--- src/rtl/irda_codec_pkg.sv ---
package irda_codec_pkg;
  typedef enum logic {
    PCLK_BASE = 1'b0,
    PCLK_OS16 = 1'b1
  } pclk_src_e;

  localparam int unsigned LEN_W_DEF = 6;
  localparam int unsigned BITCNT_W_DEF = 16;
endpackage

--- src/rtl/irda_tx_enc.sv ---
module irda_tx_enc #(
  parameter int unsigned PLEN_W = 6
) (
  input  logic              clk,
  input  logic              rst_n,
  input  logic              en,
  input  logic              tx_bit,
  input  logic              bit_start,
  input  logic              tick,
  input  logic [PLEN_W-1:0] plen,
  output logic              pulse
);
  localparam int unsigned CW = PLEN_W + 2;

  logic [CW-1:0] rem_q;
  logic [CW-1:0] width;
  logic          zero_start;

  // (plen + 1) * 2 pulse-clock ticks
  assign width      = (CW'(plen) + CW'(1)) << 1;
  assign zero_start = bit_start & ~tx_bit;

  always_ff @(posedge clk or negedge rst_n) begin
    if (!rst_n) begin
      rem_q <= '0;
    end else if (!en) begin
      rem_q <= '0;
    end else if (zero_start) begin
      rem_q <= width;
    end else if (rem_q != '0 && tick) begin
      rem_q <= rem_q - CW'(1);
    end
  end

  assign pulse = (rem_q != '0);
endmodule

--- src/rtl/irda_rx_filt.sv ---
module irda_rx_filt #(
  parameter int unsigned FLEN_W = 6
) (
  input  logic              clk,
  input  logic              rst_n,
  input  logic              en,
  input  logic              light,
  input  logic              filt_en,
  input  logic [FLEN_W-1:0] flen,
  output logic              accept
);
  localparam int unsigned RW = FLEN_W + 2;
  localparam logic [RW-1:0] RUN_MAX = '1;

  logic [RW-1:0] run_q;
  logic [RW-1:0] need;

  assign need   = filt_en ? ((RW'(flen) + RW'(1)) << 1) : RW'(1);
  assign accept = en & light & (run_q == need - RW'(1));

  always_ff @(posedge clk or negedge rst_n) begin
    if (!rst_n) begin
      run_q <= '0;
    end else if (!en || !light) begin
      run_q <= '0;
    end else if (run_q != RUN_MAX) begin
      run_q <= run_q + RW'(1);
    end
  end
endmodule

--- src/rtl/irda_rx_stretch.sv ---
module irda_rx_stretch #(
  parameter int unsigned BITCNT_W = 16
) (
  input  logic                clk,
  input  logic                rst_n,
  input  logic                en,
  input  logic                accept,
  input  logic [BITCNT_W-1:0] bit_cycles,
  output logic                low_active
);
  logic [BITCNT_W-1:0] left_q;

  always_ff @(posedge clk or negedge rst_n) begin
    if (!rst_n) begin
      left_q <= '0;
    end else if (!en) begin
      left_q <= '0;
    end else if (accept) begin
      left_q <= bit_cycles;
    end else if (left_q != '0) begin
      left_q <= left_q - BITCNT_W'(1);
    end
  end

  assign low_active = (left_q != '0);
endmodule

--- src/rtl/irda_codec.sv ---
module irda_codec
  import irda_codec_pkg::*;
#(
  parameter int unsigned LEN_W    = LEN_W_DEF,
  parameter int unsigned BITCNT_W = BITCNT_W_DEF
) (
  input  logic                clk,
  input  logic                rst_n,
  input  logic                ir_en,
  input  logic                tx_bit,
  input  logic                tx_bit_start,
  input  logic                os16_en,
  input  logic                pclk_sel,
  input  logic                os16_tick,
  input  logic [LEN_W-1:0]    tx_plen,
  output logic                ir_tx,
  input  logic                ir_rx,
  input  logic                rx_inv,
  input  logic                rx_filt_en,
  input  logic [LEN_W-1:0]    rx_flen,
  input  logic [BITCNT_W-1:0] bit_cycles,
  output logic                rx_bit
);
  pclk_src_e src;
  logic      ptick;
  logic      pulse;
  logic      light;
  logic      accept;
  logic      low_active;

  assign src   = (os16_en && pclk_sel) ? PCLK_OS16 : PCLK_BASE;
  assign ptick = (src == PCLK_OS16) ? os16_tick : 1'b1;
  assign light = ir_rx ^ rx_inv;

  irda_tx_enc #(.PLEN_W(LEN_W)) u_enc (
    .clk(clk), .rst_n(rst_n), .en(ir_en), .tx_bit(tx_bit),
    .bit_start(tx_bit_start), .tick(ptick), .plen(tx_plen), .pulse(pulse)
  );

  irda_rx_filt #(.FLEN_W(LEN_W)) u_filt (
    .clk(clk), .rst_n(rst_n), .en(ir_en), .light(light),
    .filt_en(rx_filt_en), .flen(rx_flen), .accept(accept)
  );

  irda_rx_stretch #(.BITCNT_W(BITCNT_W)) u_str (
    .clk(clk), .rst_n(rst_n), .en(ir_en), .accept(accept),
    .bit_cycles(bit_cycles), .low_active(low_active)
  );

  assign ir_tx  = ir_en ? pulse : tx_bit;
  assign rx_bit = ir_en ? ~low_active : ir_rx;
endmodule

--- config.mk ---
export PLATFORM = sky130hd
export DESIGN_NAME = irda_codec
export DESIGN_NICKNAME = d
export VERILOG_FILES = /design/src/rtl/irda_codec_pkg.sv /design/src/rtl/irda_tx_enc.sv /design/src/rtl/irda_rx_filt.sv /design/src/rtl/irda_rx_stretch.sv /design/src/rtl/irda_codec.sv
export SDC_FILE = /design/constraint.sdc
export NUM_CORES = 1
export LEC_CHECK = 0
export BUFFER_PORTS_ARGS = -buffer_cell sky130_fd_sc_hd__buf_2
export CAP_MARGIN = 10
export CORE_MARGIN = 2
export CORE_UTILIZATION = 57
export DETAILED_ROUTE_END_ITERATION = 8
export PLACE_DENSITY = 0.9
export REMOVE_ABC_BUFFERS = 1
export SLEW_MARGIN = 5
export SYNTH_ARGS = -nofsm -noshare
export SYNTH_HDL_FRONTEND = slang
export SYNTH_HIERARCHICAL = 1
export SYNTH_SLANG_ARGS = --single-unit
--- constraint.sdc ---
create_clock -name clk -period 3 [get_ports clk]
set_input_delay 0.15 -clock clk [delete_from_list [all_inputs] [get_ports clk]]
set_output_delay 0.15 -clock clk [all_outputs]
set_load 0.01 [all_outputs]
Yosys cells after proc, flatten, opt, wreduce, memory -nomap -nowiden. Index checks and enable logic that the tools add are counted. W data, S select, Z words.

Output and inout bits: 2. Input port bits: 39. Logic and storage cells: 40. Register bits after elaboration: 32.

Reductions and logical operators: 8. Equality and inequality tests: 4. Multiplexer cells: 13. Bitwise logic cells: 6. $add $sub $neg: 6.

Operators by type and width (number): $mux W16 (3); $mux W8 (6); $reduce_bool A16 Y1 (1); $sub A16 B1 Y16 const B (1); $sub A8 B1 Y8 const B (2); $add A6 B1 Y7 const B (2); $add A8 B1 Y8 const B (1); $eq A8 B8 Y1 (1); $ne A8 B8 Y1 const B (1); $reduce_bool A8 Y1 (1); $ne A3 B1 Y1 const B (2); $mux W1 (4); $and A1 B1 Y1 (3); $logic_and A1 B1 Y1 (2); $logic_not A1 Y1 (2); $not A1 Y1 (2); $reduce_bool A2 Y1 (1); $logic_or A1 B1 Y1 (1); $xor A1 B1 Y1 (1).

Logic depth before layout (Yosys ltp). Gate-level depths: netlist of the first run.

Depth in word-level cells: 7. Mapped depth: 11. Gate-level depth less buffers: 10.

Cells and area by module. The synthesis of the first run kept the hierarchy.

Modules (own cells, without submodules): irda_rx_stretch (seq. area each 400.4 um2, cells an instance 101, area each 1044.8 um2, times used 1); irda_rx_filt (seq. area each 200.2 um2, cells an instance 87, area each 747.0 um2, times used 1); irda_tx_enc (seq. area each 200.2 um2, cells an instance 69, area each 579.3 um2, times used 1); irda_codec (seq. area each 0.0 um2, cells an instance 5, area each 40.0 um2, times used 1).

Least setup slack after synthesis of the first run. Ideal clock, no wire load.

Path type: input-to-reg. From: input port rx_flen[0]. To: register u_str.left_q[10]. Library setup time: 0.131 ns. Stages: 11. Data required time: 2.869 ns. Setup slack: 0.301 ns. Path buffers: 2. Arrival: 2.568 ns. Path through: ha_1 > and2b_1 > and2_4 > nand3_2 > or3b_1 > a211oi_2 > o32a_1 > buf_1 > clkbuf_1 > mux2i_1 > nor2_1.

Cells in the longest elaborated chain, start to end: 7. Elaborated cells between the ends (all ways): 8. Classes of those cells: 2 x add/sub; 2 x eq/ne; 3 x mux; 1 x bitwise.

Ends and longest elaborated chain: from (decl) (RTL line irda_codec.sv:20) `input logic [LEN_W-1:0] rx_flen,`; $add A6 B1 Y7 * (RTL line irda_rx_filt.sv:18) `assign need = filt_en ? ((RW'(flen) + RW'(1)) << 1) : RW'(1);`; $mux W8 * (RTL line irda_rx_filt.sv:18); $sub A8 B1 Y8 * (RTL line irda_rx_filt.sv:19) `assign accept = en & light & (run_q == need - RW'(1));`; $eq A8 B8 Y1 * (RTL line irda_rx_filt.sv:19); $and A1 B1 Y1 * (RTL line irda_rx_filt.sv:19); net accept (RTL line irda_codec.sv:28) `logic accept;`; $mux W16 (RTL line irda_rx_stretch.sv:18) `end else if (accept) begin`; $mux W16 (RTL line irda_rx_stretch.sv:16) `end else if (!en) begin`; to (signal assigned) (RTL line irda_rx_stretch.sv:19) `left_q <= bit_cycles;`; to (signal assigned) (RTL line irda_rx_stretch.sv:21) `left_q <= left_q - BITCNT_W'(1);`; to (decl) (RTL line irda_rx_stretch.sv:11) `logic [BITCNT_W-1:0] left_q;`.

Mark *: on every way through the listed nets, which the timed path passes. The rest lies on a longest branch. A chain may end at the register's enable or synchronous reset.

Final worst setup path of the first run.
From: register u_enc.rem_q[0]. To: output port ir_tx.

Cells in the longest elaborated chain, start to end: 2.

Ends and longest elaborated chain: from (decl) (RTL line irda_tx_enc.sv:15) `logic [CW-1:0] rem_q;`; from (signal assigned) (RTL line irda_tx_enc.sv:29) `rem_q <= width;`; from (signal assigned) (RTL line irda_tx_enc.sv:31) `rem_q <= rem_q - CW'(1);`; $reduce_bool A8 Y1 (RTL line irda_tx_enc.sv:35) `assign pulse = (rem_q != '0);`; net pulse (RTL line irda_codec.sv:26) `logic pulse;`; $mux W1 (RTL line irda_codec.sv:50) `assign ir_tx = ir_en ? pulse : tx_bit;`; to (decl) (RTL line irda_codec.sv:16) `output logic ir_tx,`.

The timed path passes the listed nets, and every way through them passes these cells.

==> results of run 1 <==
-- registers in the layout, indices dropped and copies added (netlist names) --
signal        flops
u_filt/run_q      8
u_str/left_q     16
u_enc/rem_q       8
-- per-stage QoR --
step / total power [mW] / worst slack [ns] / instance area (um^2)
after CTS: 1.91 / 0.560 / 2760
after floorplan: 1.36 / 0.166 / 2370
after detailed placement: 1.55 / 0.361 / 2660
final: 1.90 / 0.575 / 2760
after global placement: 1.51 / 0.430 / 2660
after global routing: 2.05 / 0.415 / 2760
-- worst paths after layout --
check / startpoint / endpoint / slack (ns)
hold reg to reg: u_filt/run_q[1]$_DFFE_PN0P_ / u_filt/run_q[1]$_DFFE_PN0P_ / 0.61
hold / removal: bit_cycles[5] / u_str/left_q[5]$_DFFE_PN0P_ / 0.12
min in group asynchronous: rst_n / u_str/left_q[10]$_DFFE_PN0P_ / 0.47
setup / recovery: u_enc/rem_q[0]$_DFFE_PN0P_ / ir_tx / 0.57
setup reg to reg: u_filt/run_q[7]$_DFFE_PN0P_ / u_str/left_q[0]$_DFFE_PN0P_ / 0.80
max in group asynchronous: rst_n / u_enc/rem_q[0]$_DFFE_PN0P_ / 2.07
-- power breakdown --
part / internal [mW] / switching [mW]
Sequential: 0.533 / 0.132
Combinational: 0.438 / 0.455
Clock: 0.187 / 0.155
Total: 1.16 / 0.742
-- cell usage in the layout, fill, tap and decap left out, types with 2 or more instances in the layout --
cell	count
sky130_fd_sc_hd__nor4bb_1	2
sky130_fd_sc_hd__nand2b_1	8
sky130_fd_sc_hd__inv_1	7
sky130_fd_sc_hd__nor3_1	16
sky130_fd_sc_hd__ha_1	5
sky130_fd_sc_hd__mux2i_1	7
sky130_fd_sc_hd__o211a_1	5
sky130_fd_sc_hd__and3_1	3
sky130_fd_sc_hd__a31oi_1	4
sky130_fd_sc_hd__a21oi_1	15
sky130_fd_sc_hd__buf_2	40
sky130_fd_sc_hd__nor4_1	2
sky130_fd_sc_hd__xor2_1	8
sky130_fd_sc_hd__clkbuf_8	6
sky130_fd_sc_hd__xnor2_1	20
sky130_fd_sc_hd__nand4_1	4
sky130_fd_sc_hd__o21ai_0	9
sky130_fd_sc_hd__nand2_1	17
sky130_fd_sc_hd__dfrtp_1	32
sky130_fd_sc_hd__o211ai_1	2
sky130_fd_sc_hd__nor2b_1	3
sky130_fd_sc_hd__nor4b_4	2
sky130_fd_sc_hd__nand3b_1	2
sky130_fd_sc_hd__a311o_1	2
sky130_fd_sc_hd__o21ai_2	2
sky130_fd_sc_hd__and2_4	2
sky130_fd_sc_hd__nand3_1	9
sky130_fd_sc_hd__or3_1	3
sky130_fd_sc_hd__a211oi_2	2
sky130_fd_sc_hd__nand3_2	3
sky130_fd_sc_hd__clkbuf_1	2
sky130_fd_sc_hd__xor2_2	3
sky130_fd_sc_hd__nor2_1	27
sky130_fd_sc_hd__o21a_1	2
-- kinds of logic after synthesis --
logic type	Yosys count	synth area share
adders and majority gates	5	0.0259
xor gates and xnor gates	31	0.122
DFF	32	0.332
buffers and inverters	15	0.0259
AOI/OAI and AO/OA	53	0.159
muxes	8	0.0353
and+or+nand+nor	118	0.300
-- layer usage --
| layer | routed length (um) | up-vias | track usage |
|---|---|---|---|
| met3 | 157 | 5 | 0.0424 |
| li1 | - | 1030 | - |
| met5 | 0 | - | 0 |
| met2 | 2590 | 38 | 0.399 |
| met4 | 57 | 0 | 0.0610 |
| met1 | 2240 | 976 | 0.289 |
-- critical path, cell delays in order (launching register included) --
cell                      delay [ns]
sky130_fd_sc_hd__dfrtp_1        0.39
sky130_fd_sc_hd__inv_1          0.09
sky130_fd_sc_hd__ha_1           0.20
sky130_fd_sc_hd__or4b_1         0.58
sky130_fd_sc_hd__nor2_1         0.27
sky130_fd_sc_hd__inv_1          0.07
sky130_fd_sc_hd__mux2_4         0.25
sky130_fd_sc_hd__buf_2          0.14
-- layout make-up --
class	count	area [um^2]
Multi-Input combinational cell	215	1550
Tap cell	50	62.6
Fill cell	336	1270
Sequential cell	32	801
Timing Repair Buffer	42	230
Inverter	7	26.3
Clock buffer	8	90.1
-- repair_timing --
item	in CTS	in global routing
setup endpoints to repair	0	0
setup buffers	0	0
hold endpoints to repair	32	0
hold buffers	1	0
==> metrics.txt, run 1 <==
global route total overflow=0; total DRC errors in the routed layout=0; top-area cell type share of the netlist area=0.332; initial core utilization=0.598; Post-Syn Instances=around 260; start-to-end type of the worst setup path=register to primary output; Data required, critical path=2.85 ns; clock latency of the later-clocked register in the worst-skew pair=0.28 ns; RSZ-0062 raised after global routing=no; hold-critical path depth=3; leakage dissipation=1.24 nW; maximum number of pins on one net before global-route repair=33; post-CTS resize count=0; I/O Buffers=40; vertical die dimension=69.0 um; actual slew at the worst max-slew pin=0.725 ns; IO Pins=41; number of instances in the placed design=345; share of layout cells above drive strength 1=0.234; count leader, synth=sky130_fd_sc_hd__dfrtp_1; post-synthesis cell type with the largest combined area=sky130_fd_sc_hd__dfrtp_1; Die W=~69 um; global-route wire length before repair=9.05 mm; ratio of total power to cell area=689 nW/um^2; Setup Skew=0.00656 ns; drt initial violations=140; final core occ=0.684; GP Congestion=0.880; Post-synth top cells=sky130_fd_sc_hd__dfrtp_1 (32), sky130_fd_sc_hd__nor2_1 (27), sky130_fd_sc_hd__xnor2_1 (20), sky130_fd_sc_hd__nand2_1 (17), sky130_fd_sc_hd__nor3_1 (16); clock root buffer=sky130_fd_sc_hd__clkbuf_8; residual antenna-violating net count after detailed routing=0; dominant cells by area after synthesis=sky130_fd_sc_hd__dfrtp_1 (33%), sky130_fd_sc_hd__xnor2_1 (7.3%), sky130_fd_sc_hd__nor2_1 (4.2%); sequential area share after synthesis=0.332; Critical Path AT=2.28 ns; average instance area after synthesis=9.20 um^2; total global routing track utilization=0.228; Std-Cell Rows=23; TritonCTS clock tree=done; worst hold path type=primary input to register; overall die area=between 4000 and 5000 um^2; post-detail-place hpwl=3.78 mm; DRT Pass-1 Iters=4; Maximum Capacitance Violations=0; detail-routed via count per cell=5.79; number of distinct library cell variants in the gate-level netlist after synthesis=62; number of H-tree branching levels=2; Final period util=0.808; vias in the first global route=2,024; via count of the routed design=2,049; Tmin final=2.43 ns; net count reported at finish=347; final wirelength=5.05 mm; ant diodes=0; Clock Sinks=32; number of clock buffers inserted by TritonCTS=5; Wirelength per Cell=14.3 um; VDD IR max=0.368 mV; setup TNS after final layout=0 ns; post-CTS clock slew at the launch and capture registers of the worst setup and hold paths=roughly 0.070 ns; number of synthesized register bits=32; category of the worst setup path capture point=primary output; final setup violation count=0; count of flip-flops with a built-in enable after synthesis=0; worst-case reg-to-reg path depth=7; result of the run=finished clean; worst-path maximum fanout=6; maximum clock insertion buffer count=2; area of the core region=4030 um^2; count of final max-slew check failures=0; Async S/R FF share, synth=1.00; number of cells in the finished layout apart from fillers=354; top flip-flop cell by instance count after synthesis=sky130_fd_sc_hd__dfrtp_1; headroom to the max-slew limit=0.517; antenna violations before repair=0; growth of design area from synthesis to finish=14.4%; Max Clk Rate=between 0.4 and 0.5 GHz; count of endpoints failing hold in the final timing report=0; Setup crit start kind=register; Yosys Warn Count=6; worst hold margin=0.123 ns; post-synthesis instance area=2410 um^2
(Power assumes the default switching activity.)
==> run 2: changes to the inputs <==
Settings changed: ABC_AREA set to 1, CORE_UTILIZATION 57 to 52, PLACE_DENSITY 0.9 to 0.86.
Clock period 3 ns to 2.1 ns, I/O delays scaled along.
==> metrics.txt, run 2 <==
result of the run=finished clean (unchanged); flip-flop and latch area=801 um^2 (unchanged); I/O Buffers=40 (unchanged); post-detail-place hpwl=4.84 mm (was 3.78 mm); number of distinct library cell variants in the gate-level netlist after synthesis=33 (was 62); most common cell after layout, fill and taps aside=sky130_fd_sc_hd__nand2_1 (was sky130_fd_sc_hd__buf_2); post-synthesis instance area=2690 um^2 (was 2410 um^2); ratio of total power to cell area=960 nW/um^2 (was 689 nW/um^2); post-synthesis cell type with the largest combined area=sky130_fd_sc_hd__dfrtp_1 (unchanged); worst slack, placed=-0.0926 ns (was 0.361 ns); amount of wire on met2 after detailed routing=2.91 mm (was 2.59 mm); maximum number of pins on one net before global-route repair=33 (unchanged); global-route wire length before repair=11.0 mm (was 9.05 mm); final setup violation count=0 (unchanged); clock root buffer=sky130_fd_sc_hd__clkbuf_8 (unchanged); antenna violations before repair=0 (unchanged); Critical Path AT=1.81 ns (was 2.28 ns); fill cell total of the finished layout=458 (was 336); overall die area=5760 um^2 (was 4770 um^2); total global routing track utilization=0.230 (was 0.228); met1 wire length=2.87 mm (was 2.24 mm); count of endpoints failing hold in the final timing report=0 (unchanged); Setup Skew=0.00654 ns (was 0.00656 ns); actual slew at the worst max-slew pin=0.699 ns (was 0.725 ns); number of instances in the placed design=541 (was 345); number of synthesized register bits=32 (unchanged); initial core utilization=0.533 (was 0.598); number of H-tree branching levels=2 (unchanged); total DRC errors in the routed layout=0 (unchanged); category of the worst setup path capture point=primary output (unchanged); global route total overflow=0 (unchanged); commonest cells after routing, fill and taps aside=sky130_fd_sc_hd__nand2_1 (119), sky130_fd_sc_hd__nand3_1 (57), sky130_fd_sc_hd__nor2_1 (56) (was sky130_fd_sc_hd__buf_2 (40), sky130_fd_sc_hd__dfrtp_1 (32), sky130_fd_sc_hd__nor2_1 (27)); area of the core region=5040 um^2 (was 4030 um^2); final core occ=0.629 (was 0.684); total met3 wirelength after detailed routing=383 um (was 157 um); count of final max-slew check failures=0 (unchanged); dominant cells by area after synthesis=sky130_fd_sc_hd__dfrtp_1 (30%), sky130_fd_sc_hd__nand2_1 (17%), sky130_fd_sc_hd__nand3_1 (11%) (was sky130_fd_sc_hd__dfrtp_1 (33%), sky130_fd_sc_hd__xnor2_1 (7.3%), sky130_fd_sc_hd__nor2_1 (4.2%)); average instance area after synthesis=6.31 um^2 (was 9.20 um^2); sequential area share after synthesis=0.298 (was 0.332); Async S/R FF share, synth=1.00 (unchanged); multi-input logic area=1650 um^2 (was 1550 um^2); count of flip-flops with a built-in enable after synthesis=0 (unchanged); post-CTS clock slew at the launch and capture registers of the worst setup and hold paths=0.07 ns (about the same); Setup crit start kind=register (unchanged); headroom to the max-slew limit=0.534 (was 0.517); setup slack of the critical path after layout=0.184 ns (was 0.575 ns); vertical die dimension=75.9 um (was 69.0 um); top register by number of flip-flops=u_str/left_q (unchanged); drt initial violations=204 (was 140); Wirelength per Cell=11.3 um (was 14.3 um); Post-synth top cells=sky130_fd_sc_hd__nand2_1 (119), sky130_fd_sc_hd__nand3_1 (57), sky130_fd_sc_hd__nor2_1 (57), sky130_fd_sc_hd__inv_1 (52), sky130_fd_sc_hd__dfrtp_1 (32) (was sky130_fd_sc_hd__dfrtp_1 (32), sky130_fd_sc_hd__nor2_1 (27), sky130_fd_sc_hd__xnor2_1 (20), sky130_fd_sc_hd__nand2_1 (17), sky130_fd_sc_hd__nor3_1 (16)); residual antenna-violating net count after detailed routing=0 (unchanged); worst hold path type=primary input to register (unchanged); Tmin final=1.92 ns; growth of design area from synthesis to finish=18.0% (was 14.4%); final wirelength=6.23 mm (was 5.05 mm); Final period util=0.913; worst-path maximum fanout=4 (was 6); number of clock buffers inserted by TritonCTS=5 (unchanged); cell with the biggest individual delay on the critical path=sky130_fd_sc_hd__dfrtp_1 (was sky130_fd_sc_hd__or4b_1); IO Pins=41 (unchanged); largest incremental delay on the critical path=0.40 ns (was 0.58 ns); share of layout cells above drive strength 1=0.192 (was 0.234); leakage dissipation=1.69 nW (was 1.24 nW); Largest regs=u_str/left_q x16, u_enc/rem_q x8, u_filt/run_q x8 (unchanged); setup TNS after final layout=0 ns (unchanged); Post-Syn Instances=426 (was 262); Clock Sinks=32 (unchanged); net count reported at finish=523 (was 347); worst hold margin=0.0500 ns (was 0.123 ns); VDD IR max=0.488 mV (was 0.368 mV); top-area cell type share of the netlist area=0.298 (was 0.332); Max Clk Rate=0.522 GHz; ant diodes=0 (unchanged); Maximum Capacitance Violations=0 (unchanged); number of flip-flops in the largest register=16 (unchanged); detail-routed via count per cell=5.19 (was 5.79); Data required, critical path=2.00 ns (was 2.85 ns); Yosys Warn Count=6 (unchanged); Die W=75.9 um (was 69.0 um); maximum clock insertion buffer count=2 (unchanged); via count of the routed design=2,855 (was 2,049); Cell Chain, Critical Path=inv_1 > ha_1 > nand3_1 > nor2_1 > nand3_1 > inv_1 > nand2_1 > nand2_1 > buf_2 (was inv_1 > ha_1 > or4b_1 > nor2_1 > inv_1 > mux2_4 > buf_2); number of cells in the finished layout apart from fillers=550 (was 354); top flip-flop cell by instance count after synthesis=sky130_fd_sc_hd__dfrtp_1 (unchanged); TritonCTS clock tree=done (unchanged); GP Congestion=0.881 (was 0.880); Std-Cell Rows=26 (was 23); vias in the first global route=2,607 (was 2,024); DRT Pass-1 Iters=5 (was 4); start-to-end type of the worst setup path=register to primary output (unchanged); clock latency of the later-clocked register in the worst-skew pair=0.29 ns (was 0.28 ns); count leader, synth=sky130_fd_sc_hd__nand2_1 (was sky130_fd_sc_hd__dfrtp_1); highest metal layer with signal wires=met4 (unchanged)
run 2: cell types whose count changed after synthesis, moves of 6 or more:
cell,before,now
sky130_fd_sc_hd__nor3_1,16,2
sky130_fd_sc_hd__inv_2,0,6
sky130_fd_sc_hd__o21ai_0,9,23
sky130_fd_sc_hd__nand2_2,0,7
sky130_fd_sc_hd__nand3_1,9,57
sky130_fd_sc_hd__inv_1,7,52
sky130_fd_sc_hd__nor2_4,0,6
sky130_fd_sc_hd__nor2_1,27,57
sky130_fd_sc_hd__a21oi_1,15,7
sky130_fd_sc_hd__xnor2_1,20,2
sky130_fd_sc_hd__mux2i_1,7,0
sky130_fd_sc_hd__nand2b_1,8,0
sky130_fd_sc_hd__nand2_1,17,119
run 2: layout make-up:
cell class / instances / area share
Timing Repair Buffer: 50 / 0.0888
Clock inverter: 1 / 0.00947
Tap cell: 70 / 0.0276
Clock buffer: 7 / 0.0304
Multi-Input combinational cell: 331 / 0.520
Sequential cell: 32 / 0.252
Inverter: 59 / 0.0710
run 2: stage by stage:
stage / power (mW) / area (um^2)
global route: 3.33 / 3170
global placement: 2.30 / 3020
CTS: 3.04 / 3160
detailed placement: 2.37 / 3020
finish: 3.04 / 3170
floorplan: 2.03 / 2670
run 2: power by group:
part / leakage [nW] / internal (mW) / switching (mW) / total, mW
Clock: 0.0645 / 0.419 / 0.236 / 0.654
Sequential: 0.429 / 0.748 / 0.133 / 0.880
Combinational: 1.20 / 0.557 / 0.953 / 1.51
Total: 1.69 / 1.72 / 1.32 / 3.04
run 2: final timing paths:
check                           cells after the start  slack [ns]                   startpoint                           end
worst max register to register                     13        0.20  u_filt/run_q[0]$_DFFE_PN0P_  u_str/left_q[15]$_DFFE_PN0P_
worst max-delay path                                9        0.18  u_str/left_q[0]$_DFFE_PN0P_                        rx_bit
min in group asynchronous                           2        0.39                        rst_n   u_str/left_q[7]$_DFFE_PN0P_
worst min register to register                      2        0.55   u_enc/rem_q[6]$_DFFE_PN0P_    u_enc/rem_q[6]$_DFFE_PN0P_
max in group asynchronous                           2        1.25                        rst_n   u_filt/run_q[3]$_DFFE_PN0P_
worst min-delay path                                3        0.05                bit_cycles[3]   u_str/left_q[3]$_DFFE_PN0P_
run 2: routing by layer:
| layer | up-vias | GRT usage |
|---|---|---|
| met2 | 109 | 0.393 |
| met5 | - | 0 |
| met3 | 8 | 0.0357 |
| li1 | 1482 | - |
| met4 | 0 | 0.0691 |
| met1 | 1256 | 0.301 |
run 2: cells by family (layout without fill, tap and decap cells):
kind of cell               after synthesis  in the layout  synth area share
adders and majority gates                5              5            0.0233
and+or+nand+nor                        277            277             0.478
DFF                                     32             32             0.298
buffers and inverters                   63            117            0.0912
AOI/OAI and AO/OA                       44             44            0.0935
xor gates and xnor gates                 5              5            0.0163
run 2: what timing repair did:
item / 4_1_cts / 5_1_grt
buffers inserted: 0 / 0
gates resized for setup: 0 / 4
hold endpoints to repair: 32 / 0
setup endpoints to repair: 0 / 10
hold buffers: 1 / 0
run 2: worst max-delay path, delay by kind of cell, from the launching register on:
| kind | cells | cell delay [ns] |
|---|---|---|
| DFF | 1 | 0.40 |
| and+or+nand+nor | 5 | 0.55 |
| adders and majority gates | 1 | 0.25 |
| buffers and inverters | 3 | 0.32 |
==> run 3: changes to the inputs <==
Settings changed: CTS_BUF_LIST set to sky130_fd_sc_hd__clkbuf_16, GPL_TIMING_DRIVEN set to 0.
==> metrics.txt, run 3 (synthesis results as in run 2) <==
result of the run=finished clean (unchanged); IO Pins=41 (unchanged); Tmin final=1.91 ns (was 1.92 ns); top register by number of flip-flops=u_str/left_q (unchanged); category of the worst setup path capture point=primary output (unchanged); number of H-tree branching levels=2 (unchanged); initial core utilization=0.533 (unchanged); Internal Dissipation=1.86 mW (was 1.72 mW); Final period util=0.911 (was 0.913); worst slack, placed=-1.09 ns (was -0.0926 ns); VDD IR max=0.448 mV (was 0.488 mV); detail-routed via count per cell=5.17 (was 5.19); RSZ-0062 raised after global routing=no; total DRC errors in the routed layout=0 (unchanged); final wirelength=6.31 mm (was 6.23 mm); Setup crit start kind=register (unchanged); most common cell after layout, fill and taps aside=sky130_fd_sc_hd__nand2_1 (unchanged); share of layout cells above drive strength 1=0.196 (was 0.192); Critical Path AT=1.81 ns (about the same); number of instances in the placed design=532 (was 541); clock latency of the later-clocked register in the worst-skew pair=0.28 ns (was 0.29 ns); post-detail-place hpwl=4.72 mm (was 4.84 mm); residual antenna-violating net count after detailed routing=0 (unchanged); worst-path maximum fanout=4 (unchanged); count of endpoints failing hold in the final timing report=0 (unchanged); I/O Buffers=40 (unchanged); count of final max-slew check failures=0 (unchanged); Wirelength per Cell=11.5 um (was 11.3 um); vertical die dimension=75.9 um (unchanged); switching power total=1.34 mW (was 1.32 mW); number of flip-flops in the largest register=16 (unchanged); overall die area=5760 um^2 (unchanged); GP Congestion=0.889 (was 0.881); worst hold path type=primary input to register (unchanged); commonest cells after routing, fill and taps aside=sky130_fd_sc_hd__nand2_1 (119), sky130_fd_sc_hd__nand3_1 (57), sky130_fd_sc_hd__nor2_1 (55) (was sky130_fd_sc_hd__nand2_1 (119), sky130_fd_sc_hd__nand3_1 (57), sky130_fd_sc_hd__nor2_1 (56)); vias in the first global route=2,652 (was 2,607); global route total overflow=0 (unchanged); clock root buffer=sky130_fd_sc_hd__clkbuf_16 (was sky130_fd_sc_hd__clkbuf_8); dpl cell area=2950 um^2 (was 3020 um^2); overall power=3.21 mW (was 3.04 mW); setup TNS after final layout=0 ns (unchanged); setup slack of the critical path after layout=0.186 ns (was 0.184 ns); Max Clk Rate=0.523 GHz (was 0.522 GHz); maximum clock insertion buffer count=2 (unchanged); final setup violation count=0 (unchanged); worst hold margin=0.0756 ns (was 0.0500 ns); actual slew at the worst max-slew pin=0.708 ns (was 0.699 ns); Data required, critical path=2.00 ns (about the same); leakage dissipation=1.71 nW (was 1.69 nW); net count reported at finish=522 (was 523); final core occ=0.639 (was 0.629); drt initial violations=213 (was 204); Std-Cell Rows=26 (unchanged); start-to-end type of the worst setup path=register to primary output (unchanged); Clock Sinks=32 (unchanged); number of clock buffers inserted by TritonCTS=5 (unchanged); Switching Fraction=0.419 (was 0.434); post-CTS clock slew at the launch and capture registers of the worst setup and hold paths=0.05 ns (was 0.07 ns); logic gate share of total power=0.466 (was 0.496); total global routing track utilization=0.228 (was 0.230); final design area excluding fillers=3220 um^2 (was 3170 um^2); Largest regs=u_str/left_q x16, u_enc/rem_q x8, u_filt/run_q x8 (unchanged); maximum number of pins on one net before global-route repair=33 (unchanged); ratio of total power to cell area=995 nW/um^2 (was 960 nW/um^2); Maximum Capacitance Violations=0 (unchanged); growth of design area from synthesis to finish=19.9% (was 18.0%); headroom to the max-slew limit=0.528 (was 0.534); via count of the routed design=2,839 (was 2,855); Die W=75.9 um (unchanged); area of the core region=5040 um^2 (unchanged); global-route wire length before repair=10.9 mm (was 11.0 mm); antenna violations before repair=0 (unchanged); ant diodes=0 (unchanged); Setup Skew=0.00514 ns (was 0.00654 ns); clock network fraction of total power=0.258 (was 0.215); register share of total power=0.276 (was 0.289); DRT Pass-1 Iters=5 (unchanged); fill cell total of the finished layout=459 (was 458); number of cells in the finished layout apart from fillers=549 (was 550); TritonCTS clock tree=done (unchanged)
-- run 3: layer usage --
metal  vias up  share of wire  global-route usage
met5         -              0                   0
met4         0          0.016              0.0873
met3        11          0.053              0.0369
met2        89           0.49               0.394
met1      1266           0.44               0.287
li1       1473              -                   -
-- run 3: worst paths after layout --
path	cells after the start	slack (ns)	to	from
max	9	0.19	rx_bit	u_str/left_q[0]$_DFFE_PN0P_
min	3	0.08	u_str/left_q[9]$_DFFE_PN0P_	bit_cycles[9]
max reg2reg	14	0.20	u_str/left_q[15]$_DFFE_PN0P_	u_filt/run_q[0]$_DFFE_PN0P_
min reg2reg	2	0.55	u_enc/rem_q[0]$_DFFE_PN0P_	u_enc/rem_q[0]$_DFFE_PN0P_
max in group asynchronous	2	1.23	u_filt/run_q[0]$_DFFE_PN0P_	rst_n
min in group asynchronous	2	0.41	u_str/left_q[8]$_DFFE_PN0P_	rst_n
-- run 3: cell type report --
class | count | area, um^2 | area share
multi-input cells | 331 | 1670 | 0.517
flip-flops and latches | 32 | 801 | 0.248
repair buffers | 49 | 274 | 0.0850
inverters | 59 | 228 | 0.0707
clock buffers | 5 | 125 | 0.0388
well taps | 70 | 87.6 | 0.0272
clock inverters | 3 | 42.5 | 0.0132
-- run 3: power groups by stage --
stage	clock network (mW)	logic, mW	registers (mW)
floorplan	0	1.17	0.854
CTS	0.844	1.47	0.881
finish	0.827	1.49	0.885
detailed placement	0	1.45	0.887
global route	0.870	1.71	0.903
global placement	0	1.41	0.882
-- run 3: worst max-delay path: stages (launching register included) --
cell and delay [ns]:
sky130_fd_sc_hd__dfrtp_1 0.42, sky130_fd_sc_hd__inv_1 0.13, sky130_fd_sc_hd__ha_1 0.26, sky130_fd_sc_hd__nand3_1 0.17, sky130_fd_sc_hd__nor2_1 0.16, sky130_fd_sc_hd__nand3_1 0.09
sky130_fd_sc_hd__inv_1 0.07, sky130_fd_sc_hd__nand2_1 0.04, sky130_fd_sc_hd__nand2_1 0.06, sky130_fd_sc_hd__buf_2 0.12
-- run 3: what timing repair did --
action	4_1_cts	5_1_grt
pin swaps	1	6
buffers inserted	5	3
setup endpoints to repair	16	16
endpoints found under the hold margin	32	0
hold buffers	1	0
resized for setup	2	8
